### src/rtl/pkg_idle_types.sv
package pkg_idle_types;

  localparam int STATE_W = 2;

  typedef enum logic [STATE_W-1:0] {
    PS_ACTIVE = 2'd0,
    PS_C3     = 2'd1,
    PS_C6     = 2'd2,
    PS_C7     = 2'd3
  } pstate_e;

  // Sampled view handed from datapath to control
  typedef struct packed {
    pstate_e shallowest;
    logic    allDeep;
    logic    gC3;
    logic    gC6;
    logic    gC7;
    logic    flushed;
  } sampleInfo_t;

  // Strobes from control to datapath output registers
  typedef struct packed {
    logic snoopNext;
    logic flushNext;
    logic wakeNext;
  } ctrlStrobes_t;

endpackage

### src/rtl/pkg_idle_datapath.sv
module pkg_idle_datapath
  import pkg_idle_types::*;
#(
  parameter int NUM_CORES = 4
) (
  input  logic                         clk,
  input  logic                         rst_n,
  input  logic [NUM_CORES*STATE_W-1:0] coreStateIn,
  input  logic                         grantC3In,
  input  logic                         grantC6In,
  input  logic                         grantC7In,
  input  logic                         flushedIn,
  input  ctrlStrobes_t                 strobes,
  output sampleInfo_t                  info,
  output logic                         snoopable,
  output logic                         flushReq,
  output logic                         wake
);

  localparam int BUS_W = NUM_CORES * STATE_W;

  logic [BUS_W-1:0]   coreStateQ;
  logic               gC3Q, gC6Q, gC7Q, flushedQ;
  logic [STATE_W-1:0] runMin [NUM_CORES];

  // Input capture stage
  always_ff @(posedge clk or negedge rst_n) begin
    if (!rst_n) begin
      coreStateQ <= '0;
      gC3Q       <= 1'b0;
      gC6Q       <= 1'b0;
      gC7Q       <= 1'b0;
      flushedQ   <= 1'b0;
    end else begin
      coreStateQ <= coreStateIn;
      gC3Q       <= grantC3In;
      gC6Q       <= grantC6In;
      gC7Q       <= grantC7In;
      flushedQ   <= flushedIn;
    end
  end

  // Running minimum across cores gives the shallowest depth
  for (genvar i = 0; i < NUM_CORES; i++) begin : g_min
    logic [STATE_W-1:0] thisCore;
    assign thisCore = coreStateQ[i*STATE_W +: STATE_W];
    if (i == 0) begin : g_first
      assign runMin[i] = thisCore;
    end else begin : g_rest
      assign runMin[i] = (thisCore < runMin[i-1]) ? thisCore : runMin[i-1];
    end
  end

  always_comb begin
    info.shallowest = pstate_e'(runMin[NUM_CORES-1]);
    info.allDeep    = (runMin[NUM_CORES-1] == PS_C7);
    info.gC3        = gC3Q;
    info.gC6        = gC6Q;
    info.gC7        = gC7Q;
    info.flushed    = flushedQ;
  end

  // Output flag registers, loaded alongside the package state
  always_ff @(posedge clk or negedge rst_n) begin
    if (!rst_n) begin
      snoopable <= 1'b0;
      flushReq  <= 1'b0;
      wake      <= 1'b0;
    end else begin
      snoopable <= strobes.snoopNext;
      flushReq  <= strobes.flushNext;
      wake      <= strobes.wakeNext;
    end
  end

endmodule

### src/rtl/pkg_idle_fsm.sv
module pkg_idle_fsm
  import pkg_idle_types::*;
(
  input  logic         clk,
  input  logic         rst_n,
  input  sampleInfo_t  info,
  output ctrlStrobes_t strobes,
  output pstate_e      curState
);

  pstate_e target;

  // Deepest state allowed by cores, grants and cache status
  always_comb begin
    target = PS_ACTIVE;
    if (info.shallowest >= PS_C3 && info.gC3)
      target = PS_C3;
    if (info.shallowest >= PS_C6 && info.gC6 && (!info.gC7 || info.allDeep))
      target = PS_C6;
    if (info.allDeep && info.gC7 && info.flushed)
      target = PS_C7;
  end

  always_comb begin
    strobes.snoopNext = (target == PS_C3) || (target == PS_C6);
    strobes.flushNext = info.allDeep && !info.flushed;
    strobes.wakeNext  = (curState != PS_ACTIVE) && (target == PS_ACTIVE);
  end

  always_ff @(posedge clk or negedge rst_n) begin
    if (!rst_n) curState <= PS_ACTIVE;
    else        curState <= target;
  end

endmodule

### src/rtl/pkg_idle_ctrl.sv
module pkg_idle_ctrl
  import pkg_idle_types::*;
#(
  parameter int NUM_CORES = 4
) (
  input  logic                         clk,
  input  logic                         rst_n,
  input  logic [NUM_CORES*STATE_W-1:0] coreState,
  input  logic                         grantC3,
  input  logic                         grantC6,
  input  logic                         grantC7,
  input  logic                         cacheFlushed,
  output logic [STATE_W-1:0]           pkgState,
  output logic                         snoopable,
  output logic                         flushReq,
  output logic                         wake
);

  sampleInfo_t  info;
  ctrlStrobes_t strobes;
  pstate_e      curState;

  pkg_idle_datapath #(.NUM_CORES(NUM_CORES)) u_dp (
    .clk        (clk),
    .rst_n      (rst_n),
    .coreStateIn(coreState),
    .grantC3In  (grantC3),
    .grantC6In  (grantC6),
    .grantC7In  (grantC7),
    .flushedIn  (cacheFlushed),
    .strobes    (strobes),
    .info       (info),
    .snoopable  (snoopable),
    .flushReq   (flushReq),
    .wake       (wake)
  );

  pkg_idle_fsm u_fsm (
    .clk     (clk),
    .rst_n   (rst_n),
    .info    (info),
    .strobes (strobes),
    .curState(curState)
  );

  assign pkgState = curState;

endmodule

### config.mk
export PLATFORM = sky130hd
export DESIGN_NAME = pkg_idle_ctrl
export DESIGN_NICKNAME = d
export VERILOG_FILES = /design/src/rtl/pkg_idle_types.sv /design/src/rtl/pkg_idle_datapath.sv /design/src/rtl/pkg_idle_fsm.sv /design/src/rtl/pkg_idle_ctrl.sv
export SDC_FILE = /design/constraint.sdc
export NUM_CORES = 1
export LEC_CHECK = 0
export ABC_AREA = 1
export BUFFER_PORTS_ARGS = -buffer_cell sky130_fd_sc_hd__buf_2
export CAP_MARGIN = 20
export CORE_MARGIN = 3
export CORE_UTILIZATION = 38
export DETAILED_ROUTE_END_ITERATION = 10
export GPL_ROUTABILITY_DRIVEN = 0
export SYNTH_ARGS = -nofsm -noshare
export SYNTH_HDL_FRONTEND = slang
export SYNTH_HIERARCHICAL = 1
export SYNTH_SLANG_ARGS = --single-unit
export TNS_END_PERCENT = 1
### constraint.sdc
create_clock -name clk -period 1.7 [get_ports clk]
set_input_delay 0.17 -clock clk [delete_from_list [all_inputs] [get_ports clk]]
set_output_delay 0.17 -clock clk [all_outputs]
set_load 0.03 [all_outputs]
# Word-level counts from Yosys, hierarchy flattened
# Cells that the tools add are included.
# Widths: inputs -> output; s select.
[word_totals]
register_bits = 17
in_bits = 14
word_cells = 36
[op_classes]
order_cmp = 5
n_eq_ne = 3
mux = 6
reduce_logical = 13
[ops]
columns = ["operator", "count"]
rows = [
  ["$mux 2", 5],
  ["$logic_and 1x1->1", 7],
  ["$lt 2x2->1", 3],
  ["$eq 2x2->1 const B", 2],
  ["$eq 2x1->1 const B", 1],
  ["$ge 2x1->1 const B", 1],
  ["$ge 2x2->1 const B", 1],
  ["$logic_not 1->1", 2],
  ["$logic_not 2->1", 1],
  ["$logic_or 1x1->1", 2],
  ["$reduce_bool 2->1", 1],
  ["$mux 1", 1],
]

# Depth between registers and ports, before layout
# Gate-level depths: netlist of run 1.
[depth]
depth_word = 13
ltp_mapped = 17
mapped_depth_nobuf = 17

# Hierarchy
# The synthesis of run 1 kept the hierarchy.
[by_module_without_submodules]
columns = ["module", "n_inst", "cells_each", "area_each_um2", "seq_area_each_um2"]
rows = [
  ["pkg_idle_datapath", 1, 45, 564.3, 375.4],
  ["pkg_idle_fsm", 1, 20, 148.9, 50.0],
]

# Least setup slack after synthesis of run 1
# Ideal clock, no wire load.
[synth_path]
path_kind = "register to register"
start = "register u_dp.coreStateQ[1]"
end = "register u_dp.snoopable"
setup_time_ns = 0.126
arrival_time_ns = 1.805
required_ns = 1.574
path_slack_ns = -0.231
path_stages_with_launch = 13
period_less_slack_ns = 1.931
cell_sequence = "dfrtp_1 -> ha_1 -> ha_1 -> ha_1 -> nand2_1 -> nand2_1 -> nand2_1 -> nor2_1 -> inv_1 -> nand2_2 -> nand2_4 -> a21oi_2 -> ha_1"
[synth_lines]
columns = ["item", "line", "source"]
rows = [
  ["start: declaration", "pkg_idle_datapath.sv:22", "logic [BUS_W-1:0] coreStateQ;"],
  ["start signal: assignment", "pkg_idle_datapath.sv:35", "coreStateQ <= coreStateIn;"],
  ["end signal: assignment", "pkg_idle_datapath.sv:70", "snoopable <= strobes.snoopNext;"],
  ["end: declaration", "pkg_idle_datapath.sv:15", "output logic snoopable,"],
]

==> results.md, run 1 <==
* Hold WC Path Type: input pin to asynchronous set/reset pin
* First drt pass iteration count at 3
* Synth Net Count at 86
* Worst EP arrival at 2.17 ns
* Max Cap Viol at 0
* Fmax at 503 MHz
* Routed WL at 1190 um
* Fillers at between 100 and 150
* CP top delay family: adder cells
* Via-to-Cell Ratio at 4.05
* Grt ovf at 0
* Initial antenna violation count at 0
* Drt drc at 0
* Final Util at 0.614
* Synth cell types at 15
* Syn avg cell area at 11.0 um^2
* Placed cell area at about 840 um^2
* Post-Synthesis Cells at 65
* Clk buf depth at 2
* Critical Path Fanout Max at 3
* Worst-Skew Late Latency at between 0.2 and 0.3 ns
* Via Count at 494
* Worst Path Buf+Inv at 1
* Register area share after synthesis at 0.596
* Vias in the first global route at between 500 and 600
* Final Skew at 0.00241 ns
* Area grow syn2layout at 50.2%
* Final setup violating endpoints at 3
* Fin nets at about 120
* Commonest non-fill, non-tap cell in the layout: buf_2
* CP Data Required Time at 1.88 ns
* Die Wd at 49.3 um
* Period Utilization, post-route at 1.17
* Max incr delay on CP at 0.43 ns
* # Post-CTS Setup Buffers at 0
* Detailed Place HPWL at 815 um
* Synth Register Bits at 17
* H-tree Lvls at 1
* Slew Limit Fails at 0
* Worst Setup Start Kind: flip-flop
* Max VDD drop at 440 uV
* CTS tree: built
* Failing checks: setup timing
* First-pass GRT wire length at ~2000 um
* Leak at between 0.5 and 0.6 nW
* Clock sinks at 17
* Port bufs at 18
* Cell count after placement at around 110
* Die H at 49.3 um
* Final min period at around 2.0 ns
* Most frequent cells in the layout: buf_2 (18), dfrtp_1 (17), dlygate4sd3_1 (13), inv_1 (8), nand2_1 (7)
* Clk slew on worst S/H paths at roughly 0.09 ns
* Critical path's slowest cell: dfrtp_1
* Die area at 2430 um^2
* Share of cells above drive strength 1 at 0.474
* Total clock buffers created by CTS at 3
* Cell Count, Final, Fillers Out at ~120
* Status: finished with violations
* ANT cells at 0
* Clk root buf: clkbuf_4
* Pre-CTS setup slack at -0.329 ns
* Final worst slack at -0.289 ns
* YS warnings at 6
* Wirelength per Cell at 9.74 um
* Least-Margin Pin Slew at 0.361 ns
* Endpoints failing hold at 0
* Synth Cell Area at approximately 700 um^2
* DR iter-0 viols at 2
* Critical path, cell by cell: ha_4 -> ha_4 -> ha_4 -> nand2_2 -> nand2_1 -> nand2_2 -> nor2_4 -> inv_2 -> nand2_2 -> nand2_4 -> a21oi_4 -> ha_4
* Rel. slew slack at 0.759
* Power per cell area at ~740 nW/um^2
* Post-route design area at ~1100 um^2
* FP Rows at 15
* Core region area at 1750 um^2
* Total GRT Usage at 0.115
* CP dominant cell by count: ha_4
* Post-route ant nets at 0
* Largest net degree at the start of global routing at 18
* RSZ-0062 raised after global routing: yes
* Critical path type: flip-flop to flip-flop
* I/O pin total at 19
* Initial Util at 0.409
* Final Power at 0.000790 W
* Worst setup EP type: flip-flop
==> layer usage <==
metal | up-vias | part of all wire | global-route usage
met5 | - | 0 | 0
met4 | 0 | 0.016 | 0.0711
met3 | 4 | 0.045 | 0.0398
met2 | 12 | 0.50 | 0.190
met1 | 227 | 0.44 | 0.125
li1 | 251 | - | -
==> power by group <==
group | leakage, nW | internal [W] | switching [W]
Combinational | 0.316 | 0.0000709 | 0.0000712
Clock | 0.0150 | 0.0000911 | 0.000118
Sequential | 0.207 | 0.000426 | 0.0000116
==> worst paths after layout <==
check	from	end	slack (ns)	cells after the start
hold reg to reg	u_dp/flushedQ	u_dp/flushReq	0.45	1
max in group asynchronous	rst_n	u_dp/gC7Q	1.12	2
min in group clk	u_dp/flushedQ	u_dp/flushReq	0.45	1
setup / recovery	u_dp/coreStateQ[3]	u_dp/snoopable	-0.29	12
hold / removal	rst_n	u_dp/flushReq	0.32	2
setup reg to reg	u_dp/coreStateQ[3]	u_dp/snoopable	-0.29	12
==> per-stage QoR <==
stage          hold slack, ns  TNS, ns
6_report                0.321   -0.611
5_1_grt                 0.345   -0.960
4_1_cts                 0.326   -0.471
3_5_place_dp            0.106   -0.783
3_3_place_gp            0.103   -0.691
2_1_floorplan          -0.126   -0.402
==> state kept, by name, indices dropped and copies added, names as in the netlist <==
signal / count
u_dp/coreStateQ: 8
u_dp/flushReq: 1
u_dp/flushedQ: 1
u_dp/gC3Q: 1
u_dp/gC6Q: 1
u_dp/gC7Q: 1
u_dp/snoopable: 1
u_dp/wake: 1
u_fsm/curState: 2
==> cell usage after synthesis <==
cell | n | area share
dfrtp_1 | 17 | 0.60
inv_1 | 11 | 0.058
nand2_1 | 10 | 0.053
ha_1 | 7 | 0.12
buf_4 | 4 | 0.042
nor2_1 | 4 | 0.021
inv_2 | 2 | 0.011
nand2_2 | 2 | 0.018
or2_2 | 2 | 0.018
a21oi_2 | 1 | 0.012
nand2_4 | 1 | 0.016
nand3_1 | 1 | 0.0070
o21a_1 | 1 | 0.011
o21ai_0 | 1 | 0.0070
or2_0 | 1 | 0.0088
==> final cells by class <==
cell class	instances	area, um^2	share of cell area
Inverter	13	48.8	0.0456
Tap cell	25	31.3	0.0292
Clock buffer	4	26.3	0.0245
Timing Repair Buffer	32	228	0.213
Sequential cell	17	425	0.397
Multi-Input combinational cell	31	312	0.291
==> worst reg2reg max path: stages, from the launching register on <==
cell and delay, ns:
dfrtp_1 0.43, ha_4 0.19, ha_4 0.16, ha_4 0.25
nand2_2 0.04, nand2_1 0.07, nand2_2 0.08, nor2_4 0.13
inv_2 0.05, nand2_2 0.07, nand2_4 0.07, a21oi_4 0.15
ha_4 0.21
==> timing repair <==
item                       CTS  global route
hold endpoints to repair    29             0
setup endpoints to repair    4             4
resized for setup            8            11
pin swaps                   10            10
hold buffers                13             0
==> kinds of logic after synthesis <==
group,Yosys count,synth area share
AOI/OAI and AO/OA,3,0.0298
adders and majority gates,7,0.123
buffers and inverters,17,0.111
DFF,17,0.596
and+or+nand+nor,21,0.140
No activity file was read; power rests on OpenSTA's default activity.
==> run 2: changes to the inputs <==
--- a/config.mk
+++ b/config.mk
@@ -8,6 +8,7 @@
 export ABC_AREA = 1
 export BUFFER_PORTS_ARGS = -buffer_cell sky130_fd_sc_hd__buf_2
 export CAP_MARGIN = 20
+export CORE_ASPECT_RATIO = 1.1
 export CORE_MARGIN = 3
 export CORE_UTILIZATION = 38
 export DETAILED_ROUTE_END_ITERATION = 10
==> results.md, run 2 (same netlist as run 1, synthesis figures left out) <==
* Status: finished with violations
* Failing checks: setup timing
* Most frequent cells in the layout: buf_2 (18), dfrtp_1 (17), dlygate4sd3_1 (13), inv_1 (9), nand2_1 (7)
* Power per cell area at 734 nW/um^2 (-0.44%)
* Min Hold Slack at 0.326 ns (+0.00439 ns)
* Wirelength per Cell at 10.1 um (+3.4%)
* Routed WL at 1170 um (-1.7%)
* Endpoints failing hold at 0 (unchanged)
* Least-Margin Pin Slew at 0.365 ns (+0.00386 ns)
* Gate power share at 0.183 (+0.003)
* Drt drc at 0 (unchanged)
* Internal cell power at 0.000588 W (-0.15%)
* Clk buf depth at 2 (unchanged)
* Fin nets at 121 (+1.7%)
* Rel. slew slack at 0.757 (-0.00257)
* Final Skew at 0.00303 ns (+0.000619 ns)
* ANT cells at 0 (unchanged)
* I/O pin total at 19 (unchanged)
* Period Utilization, post-route at 1.14 (-0.0299)
* Critical Path Fanout Max at 3 (unchanged)
* Clk slew on worst S/H paths at 0.10 ns (about the same)
* Sw Share at 0.259 (+0.00389)
* Total clock buffers created by CTS at 3 (unchanged)
* Critical path's slowest cell: dfrtp_1
* Die H at 51.4 um (+4.3%)
* Critical path, cell by cell: ha_4 -> ha_4 -> ha_4 -> nand2_2 -> nand2_2 -> nand2_4 -> nor2_4 -> inv_2 -> nand2_2 -> nand2_4 -> a21oi_4 -> ha_4
* Vias in the first global route at 566 (+11%)
* Area grow syn2layout at 51.4%
* Via-to-Cell Ratio at 4.22 (+4.3%)
* Core region area at 1670 um^2 (-4.3%)
* Fmax at 516 MHz (+2.6%)
* CTS tree: built
* Worst EP arrival at 2.12 ns (-0.05 ns)
* Via Count at 490 (-0.81%)
* First-pass GRT wire length at 2150 um (+5.4%)
* DR iter-0 viols at 1 (-1)
* CP dominant cell by count: ha_4
* Post-route ant nets at 0 (unchanged)
* Grt ovf at 0 (unchanged)
* Initial Util at 0.427 (+0.0184)
* Clock power frac at 0.264 (about the same)
* CP Data Required Time at 1.88 ns (about the same)
* Slew Limit Fails at 0 (unchanged)
* Die Wd at 47.3 um (-4.1%)
* Sw Pwr at 0.000205 W (+1.9%)
* Critical path type: flip-flop to flip-flop
* FP Rows at 15 (unchanged)
* Final setup violating endpoints at 3 (unchanged)
* Die area at 2430 um^2 (about the same)
* Max VDD drop at 606 uV (+38%)
* Hold WC Path Type: input pin to asynchronous set/reset pin
* Detailed Place HPWL at 755 um (-7.3%)
* Final worst slack at -0.238 ns (+0.0509 ns)
* Port bufs at 18 (unchanged)
* First drt pass iteration count at 2 (-1)
* Commonest non-fill, non-tap cell in the layout: buf_2
* Clock sinks at 17 (unchanged)
* Largest regs: u_dp/coreStateQ (8), u_fsm/curState (2)
* H-tree Lvls at 1 (unchanged)
* Leak at 0.555 nW (+3.2%)
* Worst setup EP type: flip-flop
* Clk root buf: clkbuf_4
* Max reg flops at 8 (unchanged)
* Total GRT Usage at 0.128 (+0.0128)
* Largest net degree at the start of global routing at 18 (unchanged)
* Share of cells above drive strength 1 at 0.475 (+0.000521)
* Flop pwr share at 0.553 (-0.002)
* Max Cap Viol at 0 (unchanged)
* Worst-Skew Late Latency at 0.28 ns (about the same)
* Biggest register: u_dp/coreStateQ
* Worst Setup Start Kind: flip-flop
* Final Util at 0.646 (+0.0328)
* Max incr delay on CP at 0.43 ns (about the same)
* Final min period at 1.94 ns (-0.0509 ns)
* Initial antenna violation count at 0 (unchanged)
* RSZ-0062 raised after global routing: yes
[run 2: cell types whose count changed in the layout (fill, tap and decap cells not counted), sizes merged]
cell,delta
buf,+2
clkbuf,-1
clkinv,+1
[run 2: per-layer routing]
layer,GRT usage,part of all wire,vias up
met1,0.140,0.45,223
met4,0.0553,0.011,0
met2,0.214,0.49,11
met5,0,0,-
met3,0.0423,0.045,2
li1,-,-,254
[run 2: cell type report]
class	instances	area, um^2
multi-input combinational	31	314
clock inverter	1	5.00
timing repair buffer	34	243
fill	134	591
inverter	13	48.8
tap	17	21.3
sequential	17	425
clock buffer	3	22.5
[run 2: repair_timing]
item	4_1_cts	5_1_grt
setup endpoints to repair	5	5
hold buffers	13	0
gates resized for setup	19	0
hold endpoints to repair	29	0
gates cloned	0	0
pin swaps	16	1
setup buffers	1	0
[run 2: critical path, delay by kind of cell (launching register included)]
kind	cells	cell delay, ns
AOI/OAI and AO/OA	1	0.14
DFF	1	0.43
adders and majority gates	4	0.80
buffers and inverters	1	0.05
and+or+nand+nor	6	0.41
[run 2: power groups by stage]
stage                     combinational, W  sequential [W]  clock, W
after floorplan                  0.0000486        0.000460         0
after global placement           0.0000949        0.000444         0
after detailed placement         0.0000992        0.000444         0
after CTS                         0.000147        0.000438  0.000219
after global routing              0.000163        0.000441  0.000244
final                             0.000145        0.000438  0.000210
[run 2: stage by stage]
step	cell area, um^2	cells	setup WS (ns)	TNS (ns)	power, W
after global routing	1080	116	-0.338	-0.807	0.000848
after detailed placement	840	98	-0.343	-0.813	0.000543
final	1080	116	-0.238	-0.509	0.000793
after floorplan	743	65	-0.204	-0.402	0.000508
after CTS	1080	116	-0.236	-0.513	0.000804
after global placement	840	98	-0.295	-0.665	0.000539
[run 2: final timing paths]
| check | startpoint | to | slack [ns] | cells past startpoint |
|---|---|---|---|---|
| max | u_dp/coreStateQ[3] | u_dp/snoopable | -0.24 | 12 |
| min reg2reg | u_dp/flushedQ | u_dp/flushReq | 0.45 | 1 |
| max in group asynchronous | rst_n | u_dp/coreStateQ[7] | 1.11 | 2 |
| max reg2reg | u_dp/coreStateQ[3] | u_dp/snoopable | -0.24 | 12 |
| min | rst_n | u_dp/gC6Q | 0.33 | 2 |
| min in group clk | u_dp/flushedQ | u_dp/flushReq | 0.45 | 1 |
